===== src/rtl/tpb_pkg.sv =====
package tpb_pkg;
    localparam int DATA_W = 8;
    localparam int LIMIT_W = 2 * DATA_W;

    localparam logic [7:0] PORT_TO_CTRL = 8'h82;
    localparam logic [7:0] PORT_TO_LO   = 8'h83;
    localparam logic [7:0] PORT_TO_HI   = 8'h84;
    localparam logic [7:0] PORT_CDOWN   = 8'h90;
    localparam logic [7:0] PORT_SUM     = 8'h91;
    localparam logic [7:0] PORT_SUM_ADD = 8'h92;
    localparam logic [7:0] PORT_SEQ     = 8'h93;

    localparam int CTRL_EN_BIT  = 0;
    localparam int CTRL_CLR_BIT = 1;

    typedef struct packed {
        logic sum_ld;
        logic sum_add;
        logic seq_ld;
        logic seq_rd;
        logic cd_ld;
        logic to_ctrl;
        logic to_lo;
        logic to_hi;
    } strobe_t;
endpackage


===== src/rtl/tpb_checksum.sv =====
module tpb_checksum #(
    parameter int W = 8
) (
    input  logic         clk,
    input  logic         rst_n,
    input  logic         ld,
    input  logic         add,
    input  logic [W-1:0] wdata,
    output logic [W-1:0] sum
);
    typedef struct packed {
        logic [W-1:0] sum;
    } st_t;

    st_t st_d, st_q;

    always_comb begin
        st_d = st_q;
        if (ld) begin
            st_d.sum = wdata;
        end else if (add) begin
            st_d.sum = st_q.sum + wdata;
        end
    end

    always_ff @(posedge clk or negedge rst_n) begin
        if (!rst_n) st_q <= '0;
        else        st_q <= st_d;
    end

    assign sum = st_q.sum;


    sum_load_chk: assert property (@(posedge clk) disable iff (!rst_n)
        ld |=> sum == $past(wdata));


    sum_add_chk: assert property (@(posedge clk) disable iff (!rst_n)
        (add && !ld) |=> sum == W'($past(sum) + $past(wdata)));
endmodule


===== src/rtl/tpb_seqreg.sv =====
module tpb_seqreg #(
    parameter int W = 8
) (
    input  logic         clk,
    input  logic         rst_n,
    input  logic         ld,
    input  logic         rd,
    input  logic [W-1:0] wdata,
    output logic [W-1:0] value
);
    typedef struct packed {
        logic [W-1:0] val;
    } st_t;

    st_t st_d, st_q;

    always_comb begin
        st_d = st_q;
        if (ld) begin
            st_d.val = wdata;
        end else if (rd) begin
            st_d.val = st_q.val + 1'b1;
        end
    end

    always_ff @(posedge clk or negedge rst_n) begin
        if (!rst_n) st_q <= '0;
        else        st_q <= st_d;
    end

    assign value = st_q.val;


    seq_step_chk: assert property (@(posedge clk) disable iff (!rst_n)
        (rd && !ld) |=> value == W'($past(value) + 1));


    seq_load_chk: assert property (@(posedge clk) disable iff (!rst_n)
        ld |=> value == $past(wdata));
endmodule


===== src/rtl/tpb_countdown.sv =====
module tpb_countdown #(
    parameter int W = 8
) (
    input  logic         clk,
    input  logic         rst_n,
    input  logic         ld,
    input  logic [W-1:0] wdata,
    output logic [W-1:0] remain,
    output logic         irq_n
);
    typedef struct packed {
        logic [W-1:0] cnt;
        logic         fired;
    } st_t;

    st_t st_d, st_q;

    always_comb begin
        st_d = st_q;
        if (ld) begin
            st_d.cnt   = wdata;
            st_d.fired = 1'b0;
        end else if (st_q.cnt != '0) begin
            st_d.cnt = st_q.cnt - 1'b1;
            if (st_q.cnt == W'(1)) begin
                st_d.fired = 1'b1;
            end
        end
    end

    always_ff @(posedge clk or negedge rst_n) begin
        if (!rst_n) st_q <= '0;
        else        st_q <= st_d;
    end

    assign remain = st_q.cnt;
    assign irq_n  = ~st_q.fired;


    irq_edge_chk: assert property (@(posedge clk) disable iff (!rst_n)
        $fell(irq_n) |-> ($past(remain) == W'(1) && !$past(ld)));


    irq_hold_chk: assert property (@(posedge clk) disable iff (!rst_n)
        (!irq_n && !ld) |=> !irq_n);


    irq_release_chk: assert property (@(posedge clk) disable iff (!rst_n)
        ld |=> irq_n);
endmodule


===== src/rtl/tpb_timeout.sv =====
module tpb_timeout #(
    parameter int LW = 16
) (
    input  logic            clk,
    input  logic            rst_n,
    input  logic            ctrl_wr,
    input  logic            lo_wr,
    input  logic            hi_wr,
    input  logic [LW/2-1:0] wdata,
    output logic [LW-1:0]   limit,
    output logic            enabled,
    output logic            flag
);
    import tpb_pkg::*;

    localparam int BW = LW / 2;

    typedef struct packed {
        logic [LW-1:0] lim;
        logic [LW-1:0] cnt;
        logic          en;
        logic          flag;
    } st_t;

    st_t st_d, st_q;

    always_comb begin
        st_d = st_q;
        if (lo_wr) st_d.lim[BW-1:0]  = wdata;
        if (hi_wr) st_d.lim[LW-1:BW] = wdata;
        if (ctrl_wr) begin
            st_d.en = wdata[CTRL_EN_BIT];
            if (wdata[CTRL_CLR_BIT]) begin
                st_d.cnt  = '0;
                st_d.flag = 1'b0;
            end
        end else if (st_q.en && !st_q.flag) begin
            if (st_q.cnt == st_q.lim) begin
                st_d.flag = 1'b1;
            end else begin
                st_d.cnt = st_q.cnt + 1'b1;
            end
        end
    end

    always_ff @(posedge clk or negedge rst_n) begin
        if (!rst_n) st_q <= '0;
        else        st_q <= st_d;
    end

    assign limit   = st_q.lim;
    assign enabled = st_q.en;
    assign flag    = st_q.flag;


    flag_sticky_chk: assert property (@(posedge clk) disable iff (!rst_n)
        (flag && !(ctrl_wr && wdata[CTRL_CLR_BIT])) |=> flag);


    flag_needs_en_chk: assert property (@(posedge clk) disable iff (!rst_n)
        $rose(flag) |-> $past(enabled));


    clr_drops_flag_chk: assert property (@(posedge clk) disable iff (!rst_n)
        (ctrl_wr && wdata[CTRL_CLR_BIT]) |=> !flag);
endmodule


===== src/rtl/io_test_regs.sv =====
module io_test_regs (
    input  logic       clk,
    input  logic       rst_n,
    input  logic [7:0] addr,
    input  logic [7:0] wdata,
    input  logic       rd_stb,
    input  logic       wr_stb,
    output logic [7:0] rdata,
    output logic       irq_n,
    output logic       timeout_flag
);
    import tpb_pkg::*;

    strobe_t              stb;
    logic [DATA_W-1:0]    sum_val;
    logic [DATA_W-1:0]    seq_val;
    logic [DATA_W-1:0]    cd_remain;
    logic [LIMIT_W-1:0]   to_limit;
    logic                 to_en;

    always_comb begin
        stb         = '0;
        stb.sum_ld  = wr_stb && (addr == PORT_SUM);
        stb.sum_add = wr_stb && (addr == PORT_SUM_ADD);
        stb.seq_ld  = wr_stb && (addr == PORT_SEQ);
        stb.seq_rd  = rd_stb && (addr == PORT_SEQ);
        stb.cd_ld   = wr_stb && (addr == PORT_CDOWN);
        stb.to_ctrl = wr_stb && (addr == PORT_TO_CTRL);
        stb.to_lo   = wr_stb && (addr == PORT_TO_LO);
        stb.to_hi   = wr_stb && (addr == PORT_TO_HI);
    end

    tpb_checksum #(.W(DATA_W)) u_sum (
        .clk   (clk),
        .rst_n (rst_n),
        .ld    (stb.sum_ld),
        .add   (stb.sum_add),
        .wdata (wdata),
        .sum   (sum_val)
    );

    tpb_seqreg #(.W(DATA_W)) u_seq (
        .clk   (clk),
        .rst_n (rst_n),
        .ld    (stb.seq_ld),
        .rd    (stb.seq_rd),
        .wdata (wdata),
        .value (seq_val)
    );

    tpb_countdown #(.W(DATA_W)) u_cd (
        .clk    (clk),
        .rst_n  (rst_n),
        .ld     (stb.cd_ld),
        .wdata  (wdata),
        .remain (cd_remain),
        .irq_n  (irq_n)
    );

    tpb_timeout #(.LW(LIMIT_W)) u_to (
        .clk     (clk),
        .rst_n   (rst_n),
        .ctrl_wr (stb.to_ctrl),
        .lo_wr   (stb.to_lo),
        .hi_wr   (stb.to_hi),
        .wdata   (wdata),
        .limit   (to_limit),
        .enabled (to_en),
        .flag    (timeout_flag)
    );

    always_comb begin
        rdata = '0;
        if (rd_stb) begin
            case (addr)
                PORT_SUM:     rdata = sum_val;
                PORT_SEQ:     rdata = seq_val;
                PORT_CDOWN:   rdata = cd_remain;
                PORT_TO_LO:   rdata = to_limit[DATA_W-1:0];
                PORT_TO_HI:   rdata = to_limit[LIMIT_W-1:DATA_W];
                PORT_TO_CTRL: rdata = {{(DATA_W-1){1'b0}}, to_en};
                default:      rdata = '0;
            endcase
        end
    end


    quiet_read_chk: assert property (@(posedge clk) disable iff (!rst_n)
        (rd_stb && !wr_stb && addr != PORT_SEQ) |=> ($stable(seq_val) && $stable(sum_val)));


    idle_bus_chk: assert property (@(posedge clk) disable iff (!rst_n)
        !rd_stb |-> rdata == '0);
endmodule


===== config.mk =====
export PLATFORM = sky130hd
export DESIGN_NAME = io_test_regs
export DESIGN_NICKNAME = d
export VERILOG_FILES = /design/src/rtl/tpb_pkg.sv /design/src/rtl/tpb_checksum.sv /design/src/rtl/tpb_seqreg.sv /design/src/rtl/tpb_countdown.sv /design/src/rtl/tpb_timeout.sv /design/src/rtl/io_test_regs.sv
export SDC_FILE = /design/constraint.sdc
export NUM_CORES = 1
export LEC_CHECK = 0
export BUFFER_PORTS_ARGS = -buffer_cell sky130_fd_sc_hd__buf_2
export CAP_MARGIN = 20
export CORE_MARGIN = 5
export CORE_UTILIZATION = 40
export CTS_CLUSTER_SIZE = 30
export DETAILED_ROUTE_END_ITERATION = 6
export GPL_ROUTABILITY_DRIVEN = 0
export HOLD_SLACK_MARGIN = 0.08
export PLACE_DENSITY = 0.55
export SYNTH_ARGS = -nofsm -noshare
export SYNTH_HDL_FRONTEND = slang
export SYNTH_SLANG_ARGS = --single-unit

===== constraint.sdc =====
create_clock -name clk -period 3.6 [get_ports clk]
set_input_delay 0.36 -clock clk [delete_from_list [all_inputs] [get_ports clk]]
set_output_delay 0.36 -clock clk [all_outputs]
set_load 0.01 [all_outputs]

==> summary.txt <==
status: completed
sw power: 0.000589 W
Post-CTS Setup Inserts: 0
FF+latch count, synth: 59
combinational share of power: 19.4%
clk buf depth: 2
Row Count: 35
gr ovfl total: 0
pre-CTS WS: 0.981 ns
Most Frequent Cell on Critical Path: nor2_1
Tcrit/Tclk final: 70.5%
Worst Slack Setup Final: 1.06 ns
starting density of the core: 41.1%
vias in the first global route: 3173
Die Y: 108 microns
Switching Share: 29.5%
Multi-input gate area: 2180 sq um
Post-DP Area: 4050 sq um
cts repair resizes: 0
Post-synth EDFFs: 0
Net Count, Synth: 447
drt pass-1 iters: 5
first-pass GRT wire length: 17.4 mm
I/O pin count: 30
CTS Sinks: 59
Synth Cell Area: 3810 sq um
Min Hold Slack: 0.354 ns
Die Area: 11600 sq um
max cap viols: 0
GRT Total Usage: 19.4%
critical path's largest stage delay: 0.48 ns
number of routed nets with antenna violations: 0
CTS hold repair buffers: 1
routed wire length: 10.5 mm
initial antenna violation count: 0
slew at the pin closest to its max-slew limit: 0.645 ns
leading area contributor after synthesis: dfrtp_1
min-delay worst type: in -> reg
First DRT Iteration DRCs: 202
layout cells sized above 1: 17.5%
final hold violation count: 0
Chip Width: 108 microns
post-synthesis sequential area ratio: 38.7%
routed length per placed instance: 18.2 microns
core area: 9280 sq um
Data arrival, critical path: 2.18 ns
Residual DRC: 0
fmax: 394 MHz
clock root cell: clkbuf_8
final setup vio count: 0
pwr/cell area: 464 nW/um^2
Antenna Cells: 0
clk slew on worst S/H paths: 0.06 ns
Internal Pwr Total: 0.00141 W
crit-path cells: buf_2 > nor2_1 > nand3b_1 > nor2_1 > a221oi_1 > nor2_1 > buf_2
Clk pwr share: 37.4%
H-tree Lvls: 3
IO Port Bufs: 29
FILL cells: 906
Seq pwr share: 43.2%
dominant synthesized flop cell: dfrtp_1
CTS Buf Count: 9
pin count of the biggest net entering global routing: 35
synth warn: 0
Yosys cell types: 53
top cells by area, synth: dfrtp_1, mux2_2, xnor2_1, ha_1, o21ai_0
later-pin clock latency in the skew report: 0.34 ns
Total Power: 0.00199 W
Peak VDD IR: 0.289 mV
slowest CP cell: nor2_1
Final Critical Period: 2.54 ns
CTS tree: done
Vias/cell: 5.58
crit path launch type: input pin
Worst Setup End Kind: output pin
synthesized area per cell: 9.21 sq um
sequential cell area: 1480 sq um
setup TNS: 0 ns
Layout area overhead: 12.7%
CP Max Fanout: 20
Finished Cell Area: 4300 sq um
kind of critical path: in -> out
unrepaired setup endpoints after global routing: no
Leak: 1.88 nW
detailed-route via count: 3201
DP Wirelength: 7.88 mm
Fin Clk Skew: 0.0123 ns
relative slew slack: 56.5%
ys async rst share: 100%
max-slew violations: 0
Post-Syn Instances: 414
CP Data Required Time: 3.24 ns
share of the synthesized area in the top cell type: 38.7%
fin nets: 473
-- cell type report --
class | count | share of cell area, %
clock buffer | 11 | 3.29
clock inverter | 5 | 2.33
inverter | 15 | 1.31
multi-input combinational | 321 | 50.7
sequential | 59 | 34.3
tap | 129 | 3.75
timing repair buffer | 34 | 4.31
-- final timing paths --
path | end | depth (start not counted) | from | slack [ns]
max | rdata[7] | 7 | addr[1] | 1.06
min | u_cd.remain[5]$_DFFE_PN0P_ | 3 | wdata[5] | 0.35
max reg2reg | u_sum.sum[7]$_DFFE_PN0P_ | 7 | u_sum.sum[1]$_DFFE_PN0P_ | 1.32
min reg2reg | u_to.st_q[17]$_DFFE_PN0P_ | 1 | u_to.st_q[17]$_DFFE_PN0P_ | 0.51
max in group asynchronous | u_to.limit[10]$_DFFE_PN0P_ | 3 | rst_n | 2.13
min in group asynchronous | u_seq.value[4]$_DFFE_PN0P_ | 2 | rst_n | 0.58
-- state kept, by name, indices dropped and copies added (netlist names) --
signal        count
u_seq.value       8
u_to.limit       16
u_cd.st_q         1
u_sum.sum         8
u_to.flag         1
u_to.enabled      1
u_cd.remain       8
u_to.st_q        16
-- power by group through the flow --
stage	logic (W)	clock network [W]	registers, W
floorplan	0.000299	0	0.000828
global placement	0.000381	0	0.000869
detailed placement	0.000387	0	0.000868
CTS	0.000389	0.000759	0.000856
global route	0.000450	0.000794	0.000875
finish	0.000386	0.000746	0.000862
-- critical path, delay by kind of cell --
family,cells,cell delay (ns)
AND/OR/NAND/NOR,4,1.27
buffers and inverters,2,0.37
AO/OA/AOI/OAI,1,0.16
-- cell usage in the layout, fill, tap and decap left out, types with 15 or more instances in the layout --
cell,Yosys,layout
a21oi_1,20,20
dfrtp_1,59,59
a22oi_1,19,19
inv_1,15,15
mux2_2,23,23
o21ai_0,29,29
nand3_1,18,18
buf_2,2,29
xnor2_1,20,20
nand2_1,31,31
nor2_1,33,33
-- Yosys cell counts, types with 3 or more instances --
library cell,instances
a221oi_1,7
xor2_1,6
nor4_1,4
nor2_1,33
clkbuf_1,12
a31oi_1,10
nand3b_1,5
nor2b_1,6
nand4_1,9
xnor2_1,20
inv_1,15
mux2_2,23
o21ai_0,29
a221o_1,5
nand2b_1,4
nor3_1,14
nand3_1,18
and3_1,6
a21oi_1,20
a22oi_1,19
ha_1,12
buf_6,4
o31a_1,3
dfrtp_1,59
o31ai_1,3
nand2_1,31
a21o_1,3
mux2i_1,3
-- metrics by stage --
| stage | utilization (%) | instances |
|---|---|---|
| 2_1_floorplan | - | 414 |
| 3_3_place_gp | 43.6 | 557 |
| 3_5_place_dp | 43.6 | 557 |
| 4_1_cts | 46.3 | 574 |
| 5_1_grt | 46.3 | 574 |
| 6_report | 46.3 | 574 |
-- metal layers --
metal  global-route usage, %  up-vias  share of wire, %
li1                        -     1594                 -
met1                    28.7     1529                49
met2                    29.0       64                46
met3                    3.30       14               3.8
met4                    5.95        0               1.5
met5                       0        -                 0
-- cell families after synthesis --
| family | share of synthesized area (%) |
|---|---|
| multiplexers | 7.58 |
| AND/OR/NAND/NOR | 19.4 |
| flip-flops | 38.7 |
| XOR/XNOR | 5.97 |
| buffers and inverters | 4.20 |
| AO/OA/AOI/OAI | 19.7 |
| adder cells (fa/ha/maj) | 4.46 |
(Power assumes the default switching activity.)
